==> config.mk <==
export PLATFORM = sky130hd
export DESIGN_NAME = be_load_formatter
export DESIGN_NICKNAME = d
export VERILOG_FILES = /design/src/rtl/ldf_pkg.sv /design/src/rtl/ldf_agen.sv /design/src/rtl/ldf_extract.sv /design/src/rtl/be_load_formatter.sv
export SDC_FILE = /design/constraint.sdc
export NUM_CORES = 1
export LEC_CHECK = 0
export BUFFER_PORTS_ARGS = -buffer_cell sky130_fd_sc_hd__buf_2
export CORE_MARGIN = 1
export CORE_UTILIZATION = 48
export DETAILED_ROUTE_END_ITERATION = 10
export PLACE_DENSITY = 0.82
export SLEW_MARGIN = 30
export SYNTH_ARGS = -nofsm -noshare
export SYNTH_HDL_FRONTEND = slang
export SYNTH_SLANG_ARGS = --single-unit
==> constraint.sdc <==
create_clock -name clk_i -period 4.3 [get_ports clk_i]
set_input_delay 0.86 -clock clk_i [delete_from_list [all_inputs] [get_ports clk_i]]
set_output_delay 0.86 -clock clk_i [all_outputs]
set_load 0.02 [all_outputs]
==> src/rtl/ldf_pkg.sv <==
package ldf_pkg;
  localparam int unsigned XLEN  = 32;
  localparam int unsigned OFF_W = 16;
  localparam int unsigned NB    = XLEN / 8;
  localparam int unsigned LN_W  = $clog2(NB);

  typedef enum logic [1:0] {
    SZ_BYTE = 2'd0,
    SZ_HALF = 2'd1,
    SZ_WORD = 2'd2,
    SZ_RSVD = 2'd3
  } ld_size_e;

  typedef struct packed {
    logic     uns;
    ld_size_e size;
  } ld_kind_t;

  function automatic logic kind_legal(ld_kind_t k);
    return (k.size != SZ_RSVD) && !(k.size == SZ_WORD && k.uns);
  endfunction
endpackage

==> src/rtl/ldf_agen.sv <==
module ldf_agen
  import ldf_pkg::*;
#(
  parameter int unsigned AW   = XLEN,
  parameter int unsigned OW   = OFF_W,
  parameter int unsigned LW   = LN_W
) (
  input  logic [AW-1:0] base_i,
  input  logic [OW-1:0] offset_i,
  input  ld_kind_t      kind_i,
  output logic [AW-1:0] word_addr_o,
  output logic [LW-1:0] lane_o,
  output logic          misalign_o
);
  logic [AW-1:0] ea;

  assign ea          = base_i + {{(AW-OW){offset_i[OW-1]}}, offset_i};
  assign word_addr_o = {ea[AW-1:LW], {LW{1'b0}}};
  assign lane_o      = ea[LW-1:0];

  always_comb begin
    unique case (kind_i.size)
      SZ_HALF: misalign_o = ea[0];
      SZ_WORD: misalign_o = |ea[LW-1:0];
      default: misalign_o = 1'b0;
    endcase
  end
endmodule

==> src/rtl/ldf_extract.sv <==
module ldf_extract
  import ldf_pkg::*;
#(
  parameter int unsigned DW = XLEN,
  parameter int unsigned LW = LN_W
) (
  input  logic [DW-1:0] word_i,
  input  logic [LW-1:0] lane_i,
  input  ld_kind_t      kind_i,
  output logic [DW-1:0] data_o
);
  localparam int unsigned NBY = DW / 8;
  localparam int unsigned NHW = DW / 16;

  logic [7:0]  bytes [NBY];
  logic [15:0] halves[NHW];

  // big-endian lanes: lane 0 is the most significant slice
  for (genvar i = 0; i < NBY; i++) begin : g_byte
    assign bytes[i] = word_i[DW-1-8*i -: 8];
  end
  for (genvar j = 0; j < NHW; j++) begin : g_half
    assign halves[j] = word_i[DW-1-16*j -: 16];
  end

  logic [7:0]  sel_b;
  logic [15:0] sel_h;

  assign sel_b = bytes[lane_i];
  assign sel_h = halves[lane_i[LW-1:1]];

  always_comb begin
    unique case (kind_i.size)
      SZ_BYTE: data_o = {{(DW-8){sel_b[7] & ~kind_i.uns}}, sel_b};
      SZ_HALF: data_o = {{(DW-16){sel_h[15] & ~kind_i.uns}}, sel_h};
      SZ_WORD: data_o = word_i;
      default: data_o = '0;
    endcase
  end
endmodule

==> src/rtl/be_load_formatter.sv <==
module be_load_formatter
  import ldf_pkg::*;
(
  input  logic             clk_i,
  input  logic             rst_ni,
  input  logic             req_valid_i,
  input  logic [XLEN-1:0]  base_i,
  input  logic [OFF_W-1:0] offset_i,
  input  logic [2:0]       kind_i,
  input  logic [XLEN-1:0]  mem_rdata_i,
  output logic [XLEN-1:0]  mem_addr_o,
  output logic             rsp_valid_o,
  output logic             wb_en_o,
  output logic             fault_o,
  output logic [XLEN-1:0]  wb_data_o
);
  ld_kind_t        kind;
  logic [LN_W-1:0] lane;
  logic            misalign;
  logic            legal;
  logic [XLEN-1:0] fmt_data;
  logic            wb_d, fault_d;

  assign kind = ld_kind_t'(kind_i);

  ldf_agen #(.AW(XLEN), .OW(OFF_W), .LW(LN_W)) u_agen (
    .base_i      (base_i),
    .offset_i    (offset_i),
    .kind_i      (kind),
    .word_addr_o (mem_addr_o),
    .lane_o      (lane),
    .misalign_o  (misalign)
  );

  ldf_extract #(.DW(XLEN), .LW(LN_W)) u_ext (
    .word_i (mem_rdata_i),
    .lane_i (lane),
    .kind_i (kind),
    .data_o (fmt_data)
  );

  assign legal   = kind_legal(kind);
  assign wb_d    = req_valid_i & legal & ~misalign;
  assign fault_d = req_valid_i & legal & misalign;

  always_ff @(posedge clk_i or negedge rst_ni) begin
    if (!rst_ni) begin
      rsp_valid_o <= 1'b0;
      wb_en_o     <= 1'b0;
      fault_o     <= 1'b0;
      wb_data_o   <= '0;
    end else begin
      rsp_valid_o <= req_valid_i;
      wb_en_o     <= wb_d;
      fault_o     <= fault_d;
      wb_data_o   <= wb_d ? fmt_data : '0;
    end
  end
endmodule

==> results.toml <==
[yosys]
ys_ff_latch = 35
syn_inst = 390
yosys_warnings = 0
synthesis.area_mm2 = 0.00329
synth_edf_count = 0
yosys.area.top_type = "dfrtp_1"
yosys-top-cells-area = "dfrtp_1 27%, ha_1 13%, a21oi_1 8.5%"
netlist.area_leader.share_pct = 26.6
netlist_top_cells_count = "56 x a21oi_1, 44 x nand2_1, 35 x dfrtp_1, 35 x ha_1, 18 x xnor2_1"
syn-mean-instance-area_um2 = 8.44
async_reset_ff_share_pct = 100
synth-main-ff-cell = "dfrtp_1"
yosys.cell_types.count = 52
yosysMostFrequentCell = "a21oi_1"
ys_seq_area_share_pct = 26.6

[power]
powerDensity_mw_per_mm2 = 307
ir_worst_vdd_uv = 239
p_leak_uw = 0.00217
power.total_uw = 1280

[drt]
drtIter0Drc = 234
finalWirelength_um = 9490
drc = 10
drt_pass1_iterations = 11
num_vias = 3433
final_antenna_net_count = 0
post_drt_wl_per_cell_um = 15.7
via_per_inst = 5.67

[floorplanning]
num_rows = 29
die_width_um = 84.8
die_y_um = 84.8
initial_core_util_pct = 50.7
coreArea_mm2 = 0.00649
die_area_mm2 = 0.00719
io_pins = 153

[placement]
gp_congestion = 0.922
placed_area_mm2 = 0.00406
hpwl_um = 7630
io_buffers = 150

[clocking]
clock_path_buffers = 2
postCtsHoldBufs = 0
cts-root-buf = "clkbuf_8"
htree_levels = 2
numCtsBuffers = 5
cts.sinks = 35
cts_tree = "built"
clkTransAtPathRegs_ns = 0.07
postCtsSetupBuffers = 0
cts_resized = 0

[layout]
n_antenna_cell = 0
finalInstanceArea_mm2 = 0.00418
post-route-util_pct = 64.3
num-fill-cells = 582
area_growth_syn_to_layout_pct = 26.9
fin_nets = 649
drive_gt1_share_pct = 34.8

[critical_path]
crit_fanout = 3
cp-start-kind = "input pin"
worst-endpoint-arrival_ns = 3.20
cp_data_required_time_ns = 3.44
crit_start = "base_i[0]"
crit_type = "input pin to output port"
endpoint = "mem_addr_o[28]"
endpoint_kind = "output port"

[global_route]
grt_max_degree = 36
grt_pass1_wl_um = 15400
grt_overflow = 0
grt_use_total_pct = 26.3
grt_pass1_vias = 3348
antenna_found_initial = 0

[outcome]
status = "finished with violations"
violations = "design-rule violations"

[job]
max_cap_violations = 0

[timing]
setup_viol = 0
fin_crit_ns = 4.06
relSlewSlack_pct = 49.2
fin_crit_sh_pct = 94.4
hold_violations = 0
slew_violations = 0
rsz0062_at_grt = "no"
fmax_mhz = 246
tightest_slew_ns = 0.762
finalSetupTns_ns = 0

[min_path]
hold_class = "input pin to asynchronous set/reset pin"
[final cells by class]
type / instances / area (um^2) / share of cell area, %
Sequential cell: 35 / 876 / 21.0
Timing Repair Buffer: 153 / 773 / 18.5
Multi-Input combinational cell: 321 / 2270 / 54.4
Clock buffer: 6 / 82.6 / 1.98
Clock inverter: 2 / 35.0 / 0.839
Tap cell: 77 / 96.3 / 2.31
Inverter: 11 / 41.3 / 0.988
[metrics by stage]
step	setup slack, ns	hold slack (ns)	std cells
after CTS	0.233	0.661	605
final	0.240	0.635	605
after detailed placement	0.235	0.979	597
after global placement	0.295	0.963	597
after floorplan	0.489	0.564	391
after global routing	0.103	0.670	605
[report_power, final]
part	internal [uW]	switching [uW]	total (uW)
Sequential	347	4.75	351
Combinational	240	383	623
Clock	188	121	309
Total	774	509	1280
[routing by layer]
| metal | global-route usage [%] | vias up | routed length (um) |
|---|---|---|---|
| li1 | - | 1711 | - |
| met1 | 33.4 | 1578 | 4030 |
| met2 | 46.2 | 123 | 4710 |
| met3 | 4.96 | 21 | 547 |
| met4 | 6.93 | 0 | 209 |
| met5 | 0 | - | 0 |
[critical path: stages]
cell and delay [ns]:
buf_2 0.08, ha_1 0.17, inv_1 0.06, fa_1 0.39
nand2b_1 0.19, a21oi_2 0.16, o21bai_1 0.13, a211oi_2 0.36
a2111oi_4 0.11, o41ai_2 0.33, xor2_1 0.17, buf_2 0.18
[cells in the final DEF (no fill, tap or decap), types with 2 or more instances in the layout]
cell type,n
nand2_1,44
o21ai_0,15
conb_1,2
nand2b_1,7
o211ai_1,5
buf_2,150
a211oi_1,3
a21oi_1,56
a31oi_1,9
ha_1,35
o21a_1,4
nor3_1,3
o21bai_1,4
dfrtp_1,35
a21oi_2,2
nor2b_1,3
a22o_1,2
a222oi_1,5
a22oi_1,10
a221o_1,2
a31o_2,2
clkbuf_8,6
a21o_1,14
xnor2_1,18
inv_1,11
buf_4,3
and3_1,4
and2_1,4
o21ai_2,2
nor2_1,16
xor2_1,13
nand3_1,6
mux2_2,9
nand4_1,5
[sequential cells by signal (all words and copies together), names as in the netlist]
name,cells
fault_o,1
wb_data_o,32
wb_en_o,1
rsp_valid_o,1
[cell families after synthesis]
| kind of cell | count (synthesis) | share of synthesized area (%) |
|---|---|---|
| buffers and inverters | 35 | 4.45 |
| flip-flops | 35 | 26.6 |
| AO/OA/AOI/OAI | 146 | 29.8 |
| multiplexers | 9 | 3.08 |
| adder cells (fa/ha/maj) | 36 | 13.9 |
| AND/OR/NAND/NOR | 97 | 13.8 |
| XOR/XNOR | 31 | 8.25 |
| other | 1 | 0.114 |
[worst min path at each step]
stage | from | to | slack, ns | cells after the start
2_1_floorplan | rst_ni | fault_o | 0.56 | 0
3_3_place_gp | rst_ni | wb_data_o[17] | 0.96 | 1
3_5_place_dp | rst_ni | wb_data_o[18] | 0.98 | 1
4_1_cts | rst_ni | wb_data_o[20] | 0.66 | 1
5_1_grt | req_valid_i | rsp_valid_o | 0.67 | 1
6_report | rst_ni | wb_data_o[20] | 0.64 | 1
Power figures use the tool's default switching activity.
